<file path="config.mk">
export PLATFORM = sky130hd
export DESIGN_NAME = id_branch_unit
export DESIGN_NICKNAME = d
export VERILOG_FILES = /design/src/rtl/id_branch_pkg.sv /design/src/rtl/br_opnd_bypass.sv /design/src/rtl/br_target_calc.sv /design/src/rtl/br_decide.sv /design/src/rtl/id_branch_unit.sv
export SDC_FILE = /design/constraint.sdc
export NUM_CORES = 1
export LEC_CHECK = 0
export BUFFER_PORTS_ARGS = -buffer_cell sky130_fd_sc_hd__buf_2
export CORE_MARGIN = 2
export CORE_UTILIZATION = 35
export DETAILED_ROUTE_END_ITERATION = 8
export PLACE_DENSITY_LB_ADDON = 0.3
export SETUP_SLACK_MARGIN = 0.15
export SLEW_MARGIN = 20
export SYNTH_ARGS = -nofsm -noshare
export SYNTH_HDL_FRONTEND = slang
export SYNTH_SLANG_ARGS = --single-unit
</file>
<file path="constraint.sdc">
create_clock -name vclk -period 9.7
set_clock_uncertainty 0.05 [all_clocks]
set_input_delay 1.94 -clock vclk [all_inputs]
set_output_delay 1.94 -clock vclk [all_outputs]
set_load 0.005 [all_outputs]
</file>
<file path="src/rtl/id_branch_pkg.sv">
package id_branch_pkg;
  localparam int XLEN   = 32;
  localparam int REG_AW = 5;
  localparam int OPC_W  = 6;
  localparam int OFF_W  = 16;
  localparam int JIDX_W = 26;

  localparam logic [OPC_W-1:0] OPC_JMP = 6'h02;
  localparam logic [OPC_W-1:0] OPC_BEQ = 6'h04;
  localparam logic [OPC_W-1:0] OPC_BNE = 6'h05;

  typedef enum logic [1:0] {
    CF_NONE = 2'd0,
    CF_BEQ  = 2'd1,
    CF_BNE  = 2'd2,
    CF_JMP  = 2'd3
  } cf_kind_e;

  function automatic cf_kind_e classify(input logic [OPC_W-1:0] opc);
    case (opc)
      OPC_BEQ: return CF_BEQ;
      OPC_BNE: return CF_BNE;
      OPC_JMP: return CF_JMP;
      default: return CF_NONE;
    endcase
  endfunction
endpackage

</file>
<file path="src/rtl/br_opnd_bypass.sv">
module br_opnd_bypass #(
  parameter int DW = 32,
  parameter int AW = 5
) (
  input  logic [AW-1:0] src_idx,
  input  logic [DW-1:0] rf_val,
  input  logic [AW-1:0] exm_idx,
  input  logic          exm_we,
  input  logic [DW-1:0] exm_val,
  output logic [DW-1:0] opnd,
  output logic          hit
);
  always_comb begin
    hit  = exm_we && (exm_idx != '0) && (exm_idx == src_idx);
    opnd = hit ? exm_val : rf_val;
  end
endmodule

</file>
<file path="src/rtl/br_target_calc.sv">
module br_target_calc #(
  parameter int DW   = 32,
  parameter int OW   = 16,
  parameter int JW   = 26
) (
  input  logic [DW-1:0] pc4,
  input  logic [OW-1:0] offset,
  input  logic [JW-1:0] jidx,
  output logic [DW-1:0] br_tgt,
  output logic [DW-1:0] jmp_tgt
);
  localparam int EXT_W = DW - OW;
  localparam int HI_W  = DW - JW - 2;

  logic [DW-1:0] off_ext;

  always_comb begin
    off_ext = {{EXT_W{offset[OW-1]}}, offset};
    br_tgt  = pc4 + (off_ext << 2);
    jmp_tgt = {pc4[DW-1 -: HI_W], jidx, 2'b00};
  end
endmodule

</file>
<file path="src/rtl/br_decide.sv">
module br_decide
  import id_branch_pkg::*;
#(
  parameter int DW = 32
) (
  input  logic [OPC_W-1:0] opc,
  input  logic [DW-1:0]    op_a,
  input  logic [DW-1:0]    op_b,
  input  logic             stall,
  output logic             sel_jump,
  output logic             redirect
);
  cf_kind_e kind;
  logic     same;
  logic     cond_ok;

  always_comb begin
    kind     = classify(opc);
    same     = (op_a == op_b);
    sel_jump = (kind == CF_JMP);
    case (kind)
      CF_BEQ:  cond_ok = same;
      CF_BNE:  cond_ok = !same;
      CF_JMP:  cond_ok = 1'b1;
      default: cond_ok = 1'b0;
    endcase
    redirect = cond_ok && !stall;
  end
endmodule

</file>
<file path="src/rtl/id_branch_unit.sv">
module id_branch_unit
  import id_branch_pkg::*;
(
  input  logic [XLEN-1:0]   instr_id,
  input  logic [XLEN-1:0]   pc4_id,
  input  logic [XLEN-1:0]   rf_rs_data,
  input  logic [XLEN-1:0]   rf_rt_data,
  input  logic [REG_AW-1:0] exm_rd,
  input  logic              exm_wr_en,
  input  logic [XLEN-1:0]   exm_alu_res,
  input  logic              stall_id,
  output logic              pc_src,
  output logic              if_flush,
  output logic [XLEN-1:0]   redirect_pc,
  output logic [XLEN-1:0]   br_target
);
  localparam int NOPND  = 2;
  localparam int RS_LSB = XLEN - OPC_W - REG_AW;
  localparam int RT_LSB = RS_LSB - REG_AW;

  logic [REG_AW-1:0] src_idx [NOPND];
  logic [XLEN-1:0]   rf_val  [NOPND];
  logic [XLEN-1:0]   opnd    [NOPND];
  logic [NOPND-1:0]  byp_hit;
  logic [XLEN-1:0]   jmp_tgt;
  logic              sel_jump;
  logic              redirect;

  assign src_idx[0] = instr_id[RS_LSB +: REG_AW];
  assign src_idx[1] = instr_id[RT_LSB +: REG_AW];
  assign rf_val[0]  = rf_rs_data;
  assign rf_val[1]  = rf_rt_data;

  for (genvar g = 0; g < NOPND; g++) begin : g_byp
    br_opnd_bypass #(.DW(XLEN), .AW(REG_AW)) u_byp (
      .src_idx (src_idx[g]),
      .rf_val  (rf_val[g]),
      .exm_idx (exm_rd),
      .exm_we  (exm_wr_en),
      .exm_val (exm_alu_res),
      .opnd    (opnd[g]),
      .hit     (byp_hit[g])
    );
  end

  br_target_calc #(.DW(XLEN), .OW(OFF_W), .JW(JIDX_W)) u_tgt (
    .pc4     (pc4_id),
    .offset  (instr_id[OFF_W-1:0]),
    .jidx    (instr_id[JIDX_W-1:0]),
    .br_tgt  (br_target),
    .jmp_tgt (jmp_tgt)
  );

  br_decide #(.DW(XLEN)) u_dec (
    .opc      (instr_id[XLEN-1 -: OPC_W]),
    .op_a     (opnd[0]),
    .op_b     (opnd[1]),
    .stall    (stall_id),
    .sel_jump (sel_jump),
    .redirect (redirect)
  );

  always_comb begin
    pc_src      = redirect;
    if_flush    = redirect;
    redirect_pc = sel_jump ? jmp_tgt : br_target;
  end
endmodule

</file>
==> key figures <==
Logic synthesis
  • YS warnings: 0
  • Share of synthesized cell area in and, or, nand and nor gates: 0.195
  • Share of the synthesized area in the top cell type: 0.124
  • Netlist cell types: 50
  • Synth area leader: sky130_fd_sc_hd__a311oi_1
  • Post-synthesis instance total: 599
  • Cell types occupying the most area after synthesis: sky130_fd_sc_hd__a311oi_1 12%, sky130_fd_sc_hd__xnor2_1 11%, sky130_fd_sc_hd__ha_1 9.2%
  • Post-synthesis compound-gate area fraction: 0.334
  • Most frequent cells after synthesis: 84 x sky130_fd_sc_hd__inv_1, 60 x sky130_fd_sc_hd__nor3_1, 56 x sky130_fd_sc_hd__a311oi_1
  • Adder and majority cell fraction of the synthesized area: 0.0966
  • Most repeated cell in the gate-level netlist after synthesis: sky130_fd_sc_hd__inv_1
  • Fraction of the yosys area taken by sequential cells: 0
  • Avg Synthesized Cell Area: 6.62 sq um
  • Mux share of post-synthesis cell area: 0.0849
  • Main combinational cell family by area after synthesis: compound AO/OA/AOI/OAI gates
  • Number of nets produced by synthesis: between 700 and 800
  • Synthesized area: 3970 sq um
  • Fraction of synthesized cell area in xor and xnor cells: 0.152

Clock network
  • Number of resized instances in the post-cts repair step: 0
  • Hold-fix buffer count after cts: 0
  • Number of post-CTS setup repair buffers: 0

Place
  • Sum of net half-perimeters after detailed placement: 11200 microns
  • IO Port Bufs: 233
  • Routability congestion estimate from global placement: 0.865

Pwr
  • Combinational share of power: 1.000
  • Cell internal pwr: 0.152 mW
  • Highest ir drop seen on vdd: between 0.00004 and 0.00005 V
  • Psw: approximately 0.16 mW
  • Leakage power figure: 2.56 nW
  • Clock network fraction of total power: 0
  • Fraction of power consumed by sequential logic: 0
  • Post-layout power: roughly 0.31 mW
  • Proportion of total power due to net switching: 0.513
  • Power per unit of standard cell area: about 60 nW/um^2

Cells and area
  • Fill cell total of the finished layout: 1185
  • Fraction of final layout cells sized beyond drive strength 1: 0.348
  • Sequential cells: 0
  • Sequential cell area: 0 sq um
  • Number of nets in the finished design: 996
  • Synthesis-to-finish area growth: 29.7%
  • Clock tree buffer count of the final layout: 0

GRT
  • Number of antenna violations at the first check in global routing: 1
  • Number of global-route vias before repair: between 4000 and 5000
  • Overall track demand over capacity in global routing: 0.210
  • Met3 track demand over resource in global routing: 0.0302
  • Busiest layer in global routing: met2
  • Total gr overflow: 0
  • GR Layer Usage met1: 0.267
  • Maximum number of pins on one net before global-route repair: 64
  • Wire length of the first global-routing pass: 22400 microns
  • Met2 track demand over resource: 0.371

Setup path
  • Type of origin of the critical path: primary input
  • Cell family contributing the most delay on the critical path: simple AND/OR/NAND/NOR gates
  • Worst setup EP type: output pin
  • Critical path fanouts, max: 60
  • Crit path max-delay cell type: sky130_fd_sc_hd__or4_1
  • Critical path buffer and inverter count: 4
  • Crit-path cells: buf_2 > or4_1 > o211ai_4 > buf_4 > or2_2 > buf_4 > a311oi_1 > o22ai_1 > o2111ai_1 > nor4_1 > nand2_1 > mux2i_1 > a31o_1 > buf_2
  • Largest stage delay on the critical path: 580 ps
  • Type of the setup path with the least slack: in2out
  • Data arrival time of the worst path: about 5700 ps
  • Worst EP required: 7710 ps
  • Instance count on the critical path: 14

Floorplan
  • Overall die width: 110 microns
  • Std-Cell Core Area: 10900 sq um
  • Die Outline Area: 12200 sq um
  • I/O pin cnt: roughly 230
  • Initial Utilization: 0.363
  • Die H: 110 microns
  • Core Rows: 38

Drt
  • Wire length per cell after detailed routing: 14.6 microns
  • Initial detailed-routing violation count: about 350
  • Vias after detailed routing: 5082
  • Final WL: 13700 microns
  • Routed Antenna Nets: 0
  • Number of detailed-routing iterations run before antenna repair: 4
  • Post-route DRC: 0
  • Post-DR vias/cell: 5.41

STA
  • Clock period minus final worst setup slack: 7700 ps
  • Number of setup violations in the final report: 0
  • Relative slew slack: 0.460
  • RSZ-0062 raised after global routing: no
  • Max-slew violations: 0
  • Tcrit/Tclk final: 0.793
  • Top achievable clock speed: about 0.13 GHz
  • Total negative slack: 0 ps
  • Slew @ Worst Pin: 807 ps
  • Final Hold Viols: 0

Hold path
  • Number of cells on the worst hold path: 2
  • Kind of path behind the tightest hold check: in2out

Run status
  • Run status: complete, no violations

Job
  • Max Cap Viol: 0
[metal layers]
layer  vias to the layer above  part of all wire
met5                         -                 0
li1                       2617                 -
met1                      2247              0.43
met4                         0             0.025
met2                       198              0.48
met3                        20             0.073
[kinds of logic (layout without fill, tap and decap cells)]
family                   Yosys count  after routing
multiplexers                      30             30
other                              0              2
adder cells (fa/ha/maj)           30             30
AO/OA/AOI/OAI                    183            183
AND/OR/NAND/NOR                  162            162
XOR/XNOR                          69             69
buffers and inverters            125            323
[cell usage in the layout, fill, tap and decap left out, drive strengths merged, types with 2 or more instances in the layout]
cell,count
a21o,13
ha,29
diode,2
inv,84
or4,2
nand2,21
nor2,41
a311oi,56
mux2,29
o21a,4
buf,239
or2,3
o22ai,25
a31o,2
a211oi,6
nor3,60
o21ai,14
and2,4
xor2,19
a2111oi,2
nor2b,5
a21oi,31
a31oi,9
nor4,3
nand4,3
o21bai,4
nand2b,2
xnor2,50
nand3,15
o2111ai,9
[final cells by class]
type	count	area, sq um	area share
Multi-Input combinational cell	474	3430	0.668
Timing Repair Buffer	239	1210	0.236
Inverter	84	315	0.0613
Tap cell	140	175	0.0341
Antenna cell	2	5.00	0.000973
[final timing paths]
kind	from	end	slack [ps]
max	exm_rd[0]	if_flush	2000
min	pc4_id[1]	br_target[1]	4010
[stage by stage]
step           std cells  cell area, sq um  hold WS [ps]   util  setup WS (ps)
2_1_floorplan        599              3970          3890      -           3130
3_5_place_dp         937              5140          4010  0.470           2030
3_3_place_gp         937              5140          4010  0.470           2080
6_report             939              5140          4010  0.470           2000
4_1_cts              937              5140          4010  0.470           2020
5_1_grt              938              5140          4020  0.470           1710
[power by group through the flow]
stage	sequential, mW	clock, mW	combinational (mW)
floorplan	0	0	0.182
global placement	0	0	0.311
detailed placement	0	0	0.311
CTS	0	0	0.314
global route	0	0.0000000138	0.346
finish	0	0.0000000276	0.313
(Power assumes the default switching activity.)
